`config.mk`:
```
export PLATFORM = sky130hd
export DESIGN_NAME = flash_therm_encoder
export DESIGN_NICKNAME = d
export VERILOG_FILES = /design/src/rtl/tenc_pkg.sv /design/src/rtl/tenc_bubble_filter.sv /design/src/rtl/tenc_edge_detect.sv /design/src/rtl/tenc_onehot_encode.sv /design/src/rtl/flash_therm_encoder.sv
export SDC_FILE = /design/constraint.sdc
export NUM_CORES = 1
export LEC_CHECK = 0
export CORE_MARGIN = 4
export CORE_UTILIZATION = 36
export CTS_BUF_LIST = sky130_fd_sc_hd__clkbuf_8 sky130_fd_sc_hd__clkbuf_16
export DETAILED_ROUTE_END_ITERATION = 8
export GPL_TIMING_DRIVEN = 0
export PLACE_DENSITY = 0.68
export SYNTH_ARGS = -nofsm -noshare
export SYNTH_HDL_FRONTEND = slang
export SYNTH_SLANG_ARGS = --single-unit
```
`constraint.sdc`:
```
create_clock -name clk -period 1.92 [get_ports clk]
set_input_delay 0.192 -clock clk [delete_from_list [all_inputs] [get_ports clk]]
set_output_delay 0.192 -clock clk [all_outputs]
set_load 0.005 [all_outputs]
```
`src/rtl/tenc_pkg.sv`:
```
package tenc_pkg;

    // Majority of three neighbouring comparator bits.
    function automatic logic maj3(input logic a, input logic b, input logic c);
        return (a & b) | (a & c) | (b & c);
    endfunction

    // Number of comparators for an N-bit flash converter.
    function automatic int comp_count(input int bits);
        return (1 << bits) - 1;
    endfunction

endpackage

```
`src/rtl/tenc_bubble_filter.sv`:
```
module tenc_bubble_filter
    import tenc_pkg::*;
#(
    parameter int WIDTH = 15
) (
    input  logic [WIDTH-1:0] therm_i,
    output logic [WIDTH-1:0] therm_o
);

    // Pad below with one (ground is always exceeded) and above with zero.
    logic [WIDTH+1:0] padded;

    assign padded = {1'b0, therm_i, 1'b1};

    for (genvar k = 0; k < WIDTH; k++) begin : g_maj
        assign therm_o[k] = maj3(padded[k], padded[k+1], padded[k+2]);
    end

endmodule

```
`src/rtl/tenc_edge_detect.sv`:
```
module tenc_edge_detect #(
    parameter int WIDTH = 15
) (
    input  logic [WIDTH-1:0] therm_i,
    output logic [WIDTH-1:0] hot_o
);

    // Position k is hot when comparator k is set and comparator k+1 is clear.
    logic [WIDTH:0] above;

    assign above = {1'b0, therm_i};

    for (genvar k = 0; k < WIDTH; k++) begin : g_edge
        assign hot_o[k] = above[k] & ~above[k+1];
    end

endmodule

```
`src/rtl/tenc_onehot_encode.sv`:
```
module tenc_onehot_encode #(
    parameter int N     = 4,
    parameter int WIDTH = 15
) (
    input  logic [WIDTH-1:0] hot_i,
    output logic [N-1:0]     code_o
);

    // Hot position k stands for level k+1; each code bit ORs the positions
    // whose level has that bit set.
    for (genvar b = 0; b < N; b++) begin : g_bit
        always_comb begin
            code_o[b] = 1'b0;
            for (int k = 0; k < WIDTH; k++) begin
                if (((k + 1) >> b) & 1) begin
                    code_o[b] = code_o[b] | hot_i[k];
                end
            end
        end
    end

endmodule

```
`src/rtl/flash_therm_encoder.sv`:
```
module flash_therm_encoder
    import tenc_pkg::*;
#(
    parameter  int N  = 4,
    localparam int CW = (1 << N) - 1
) (
    input  logic          clk,
    input  logic          rst_n,
    input  logic [CW-1:0] comp_i,
    input  logic          ovr_i,
    output logic [N-1:0]  code_o,
    output logic          ovr_flag_o
);

    localparam logic [N-1:0] FULL_CODE = {N{1'b1}};

    // Input capture stage.
    logic [CW-1:0] comp_q;
    logic          ovr_q;

    always_ff @(posedge clk or negedge rst_n) begin
        if (!rst_n) begin
            comp_q <= '0;
            ovr_q  <= 1'b0;
        end else begin
            comp_q <= comp_i;
            ovr_q  <= ovr_i;
        end
    end

    // Decode path between the two register stages.
    logic [CW-1:0] clean_w;
    logic [CW-1:0] hot_w;
    logic [N-1:0]  enc_w;

    tenc_bubble_filter #(.WIDTH(CW)) filt_i (
        .therm_i (comp_q),
        .therm_o (clean_w)
    );

    tenc_edge_detect #(.WIDTH(CW)) edge_i (
        .therm_i (clean_w),
        .hot_o   (hot_w)
    );

    tenc_onehot_encode #(.N(N), .WIDTH(CW)) enc_i (
        .hot_i  (hot_w),
        .code_o (enc_w)
    );

    // Output stage, saturating when the over-range comparator is high.
    always_ff @(posedge clk or negedge rst_n) begin
        if (!rst_n) begin
            code_o     <= '0;
            ovr_flag_o <= 1'b0;
        end else begin
            code_o     <= ovr_q ? FULL_CODE : enc_w;
            ovr_flag_o <= ovr_q;
        end
    end

    // Counts edges since reset so that the latency check looks back only
    // over edges that have happened.
    logic [1:0] live_q;

    always_ff @(posedge clk or negedge rst_n) begin
        if (!rst_n) begin
            live_q <= 2'd0;
        end else if (live_q != 2'd2) begin
            live_q <= live_q + 2'd1;
        end
    end

    AST_OVR_SATURATES: assert property (@(posedge clk) disable iff (!rst_n)
        ovr_flag_o |-> (code_o == FULL_CODE));

    AST_FLAG_LATENCY: assert property (@(posedge clk) disable iff (!rst_n)
        (live_q == 2'd2) |-> (ovr_flag_o == $past(ovr_i, 2)));

    AST_HOT_GIVES_CODE: assert property (@(posedge clk) disable iff (!rst_n)
        (|hot_w) |-> (enc_w != '0));

    AST_NO_EDGE_ZERO: assert property (@(posedge clk) disable iff (!rst_n)
        (hot_w == '0) |-> (enc_w == '0));

endmodule

```
# After elaboration in Yosys (flattened, before gate mapping)

Cells that the tools add are included.

Flip-flop bits (word level): 21
Bits of input ports: 18

Mux-type cells: 1
Bitwise logic cells: 111

Operator list:

| kind              | number |
|---|---|
| OR 1 bit          | 56 |
| AND 1 bit         | 41 |
| inverter 1 bit    | 14 |
| two-way mux 4 bit | 1 |

# Longest topological paths before layout

Word-level depth: 13
Depth in mapped cells: 5
Gate-level depth less buffers: 4

# Cells and area by module

A second synthesis with hierarchy kept.

Cell total of the unflattened synthesis: 66
Area, all modules: 869.6 um^2

By module, submodules not included:

| module              | instances | cells each | area an instance (um^2) | seq. area each (um^2) |
|---|---|---|---|---|
| flash_therm_encoder | 1         | 25         | 550.5                   | 525.5 |
| tenc_bubble_filter  | 1         | 15         | 158.9                   | 0.0 |
| tenc_edge_detect    | 1         | 15         | 95.1                    | 0.0 |
| tenc_onehot_encode  | 1         | 11         | 65.1                    | 0.0 |

# Least setup slack after synthesis

Ideal clock, no wire load.

Path type: reg2reg
Start point: register comp_q[11]
End point: register code_o[3]
Library setup time: 0.131 ns
Data arrival time: 1.217 ns
Required time: 1.789 ns
Slack: 0.571 ns
Stages on the path, launching flop included: 5
Clock period less this slack: 1.349 ns
Cells stage by stage: dfrtp_1 -> buf_6 -> o31a_1 -> nor3_2 -> or3b_1

Longest elaborated chain between the ends: 12
Elaborated cells on any way between the ends: 24
Classes of those cells: mux (1); bitwise (23)

RTL lines:

| item                    | line                      | text |
|---|---|---|
| start, declared         | flash_therm_encoder.sv:18 | `logic [CW-1:0] comp_q;` |
| start signal, assigned  | flash_therm_encoder.sv:26 | `comp_q <= comp_i;` |
| AND 1 bit               | tenc_pkg.sv:5             | `return (a & b) \| (a & c) \| (b & c);` |
| OR 1 bit (2 in a row)   | tenc_pkg.sv:5             |  |
| inverter 1 bit          | tenc_edge_detect.sv:14    | `assign hot_o[k] = above[k] & ~above[k+1];` |
| AND 1 bit               | tenc_edge_detect.sv:14    |  |
| OR 1 bit (3 in a row)   | tenc_onehot_encode.sv:16  | `code_o[b] = code_o[b] \| hot_i[k];` |
| OR 1 bit * (3 in a row) | tenc_onehot_encode.sv:16  |  |
| two-way mux 4 bit *     | flash_therm_encoder.sv:57 | `code_o <= ovr_q ? FULL_CODE : enc_w;` |
| end signal, assigned    | flash_therm_encoder.sv:57 |  |
| end, declared           | flash_therm_encoder.sv:11 | `output logic [N-1:0] code_o,` |

Mark *: on every way between the ends. The rest lies on a longest branch, timed or not.

# Worst setup path in the final report

Start point: register comp_q[10]
End point: register code_o[3]

Longest elaborated chain between the ends: 13
Elaborated cells on any way between the ends: 25
Classes of those cells: mux (1); bitwise (24)

RTL lines:

| item                    | line |
|---|---|
| AND 1 bit               | tenc_pkg.sv:5 |
| OR 1 bit (2 in a row)   | tenc_pkg.sv:5 |
| inverter 1 bit          | tenc_edge_detect.sv:14 |
| AND 1 bit               | tenc_edge_detect.sv:14 |
| OR 1 bit (3 in a row)   | tenc_onehot_encode.sv:16 |
| OR 1 bit * (4 in a row) | tenc_onehot_encode.sv:16 |
| two-way mux 4 bit *     | flash_therm_encoder.sv:57 |

Marks and branches as above.

==> results.json <==
{
  "clk_path_buf_depth": 2,
  "grt_max_degree": 22,
  "row_count": 17,
  "die_x_um": 57.78,
  "synth-edff-count": 0,
  "yosys_warnings": 0,
  "arrival_ns": 1.57,
  "critPathKind": "reg2reg",
  "syn_nets": 89,
  "rsz0062_at_grt": "false",
  "powerDensity_nw_per_um2": 749.8,
  "grt.busiest_layer": "met2",
  "worst_ep_required_time_ns": 2.06,
  "syn-instance-count": 71,
  "finalClockSkew_ns": 0.003444,
  "final_cell_mix": "clkdlybuf4s50_1 (22), dfrtp_1 (21), nand2b_1 (6)",
  "port_buffers": 22,
  "fillers": 201,
  "muxShareOfSynthArea": 0,
  "placedInstanceArea_um2": 1147,
  "yosysSeqAreaShare": 0.5891,
  "relSlewSlack": 0.4014,
  "core_area_um2": 2276,
  "synthAdderAreaFrac": 0,
  "cts_buffers": 3,
  "vias_per_cell": 5.120,
  "dp_hpwl_um": 1251,
  "post_cts_buffers": 0,
  "vias": 640,
  "dieArea_um2": 3339,
  "first_pass_iters": 4,
  "wirelength_um": 1723,
  "initial_utilization": 0.3920,
  "drive_gt1_frac": 0.1031,
  "final_nets": 116,
  "met1_usage": 0.1162,
  "wl_per_cell_um": 13.78,
  "status": "finished clean",
  "syn_to_final_growth_pct": 33.80,
  "period_share": 0.7462,
  "clkTransAtPathRegs_ns": 0.08,
  "synthSimpleGateAreaFrac": 0.1515,
  "path_cells": "buf_4 > nor3_1 > nor2_1 > nor3_2 > or3b_1",
  "synth.top_cell.area_share": 0.5891,
  "layout_commonest_cell": "clkdlybuf4s50_1",
  "grt_pass1_vias": 619,
  "leakagePower_nw": 0.4659,
  "final_cell_area_um2": 1194,
  "ys.flop_type": "dfrtp_1",
  "tns_ns": 0,
  "diodes": 0,
  "cp_max_fo": 8,
  "synth-compound-area-share": 0.1557,
  "drtIter0Drc": 7,
  "max_freq_mhz": 697.9,
  "finalHoldViolations": 0,
  "postRouteAntennaNets": 0,
  "drc_errors": 0,
  "place.gp.congestion": 0.7557,
  "cts.sinks": 21,
  "period_needed_ns": 1.433,
  "root_buffer": "clkbuf_8",
  "syn_area_um2": 892.1,
  "io_pins": 23,
  "ir_drop_mv": 0.5200,
  "clock_latency_ns": 0.26,
  "hold_buffers": 0,
  "yosys.area.top_type": "dfrtp_1",
  "use_met2": 0.1855,
  "crit_path_start_kind": "flop",
  "ys_types": 30,
  "die_h_um": 57.78,
  "slowest_stage": "dfrtp_1",
  "cap_violations": 0,
  "min_path_type": "in2reg",
  "cts_resized": 0,
  "cpPeakStageDelay_ns": 0.36,
  "slew_viol_final": 0,
  "setup_viol": 0,
  "grt_pass1_wl_um": 2635,
  "grt_use_met3": 0.02673,
  "overflow": 0,
  "synth_seq_cells": 21,
  "tightest_slew_ns": 0.8951,
  "avgSynthCellArea_um2": 12.56,
  "antenna_found_initial": 0,
  "htree_levels": 1,
  "synth_top_family_by_area": "compound AO/OA/AOI/OAI gates",
  "synthArstFlopShare": 1.000,
  "synth_xor_area_frac": 0.07854,
  "synth.area.top_cells": "dfrtp_1 (59%), xor2_1 (4.9%), nand2b_1 (4.2%)",
  "cts_tree": "built",
  "cp-end-kind": "flop",
  "grt_usage": 0.1075
}
-- critical path: cells and delay by family, from the launching register on --
family	cells	cell delay [ns]
and+or+nand+nor	4	0.78
buffers and inverters	1	0.16
DFF	1	0.36
-- final timing paths --
kind                                 start    endpoint  slack, ns  cells after the start
worst min-delay path             comp_i[8]   comp_q[8]       0.36                      1
worst max-delay path            comp_q[10]   code_o[3]       0.49                      5
worst max register to register  comp_q[10]   code_o[3]       0.49                      5
max in group asynchronous            rst_n  comp_q[14]       0.93                      1
min in group asynchronous            rst_n   comp_q[8]       0.43                      1
worst min register to register       ovr_q  ovr_flag_o       0.45                      0
-- cell families after synthesis --
group,after synthesis
compound gates,18
simple gates,21
buf+inv,3
flops,21
xor+xnor,8
-- cells in the mapped netlist (all sizes together) (2+ instances only) --
cell	n
buf	2
nor2b	2
a311o	2
dfrtp	21
nand2b	6
nor3b	2
o21ai	2
nand2	2
or3b	2
nor3	2
xnor2	3
nand4	2
xor2	5
a21oi	5
-- per-layer routing --
metal  wire length [um]  vias up
li1                   -      310
met1                710      311
met2                875       15
met3                 94        4
met4                 42        0
met5                  0        -
-- state kept, by name, indices dropped and copies added, names as in the netlist --
register and cells:
comp_q 15, code_o 4, ovr_flag_o 1, ovr_q 1
-- through the flow --
step | power [mW] | std cells | hold WS, ns | worst slack [ns] | utilization
after global placement | 0.6135 | 121 | 0.4292 | 0.4943 | 0.5041
after global routing | 0.9332 | 125 | 0.3564 | 0.4163 | 0.5245
after detailed placement | 0.6177 | 121 | 0.4392 | 0.4869 | 0.5041
after floorplan | 0.5497 | 71 | -0.1036 | 0.5711 | -
final | 0.8950 | 125 | 0.3621 | 0.4872 | 0.5245
after CTS | 0.8991 | 125 | 0.3645 | 0.4781 | 0.5245
-- report_power, final --
group          total [mW]  internal (mW)  leakage [nW]  switching [mW]
combinational       0.120         0.0758         0.205          0.0443
clock               0.286          0.145        0.0255           0.141
sequential          0.489          0.465         0.235          0.0242
total               0.895          0.685         0.466           0.210
-- area by class of cell --
type	instances	area [um2]	area share
Buffer	2	18.77	0.01572
Sequential cell	21	525.5	0.4403
Clock buffer	3	41.29	0.03459
Multi-Input combinational cell	47	344.1	0.2883
Timing Repair Buffer	22	220.2	0.1845
Inverter	1	3.754	0.003145
Clock inverter	1	5.005	0.004193
Tap cell	28	35.03	0.02935
Power figures use the tool's default switching activity.
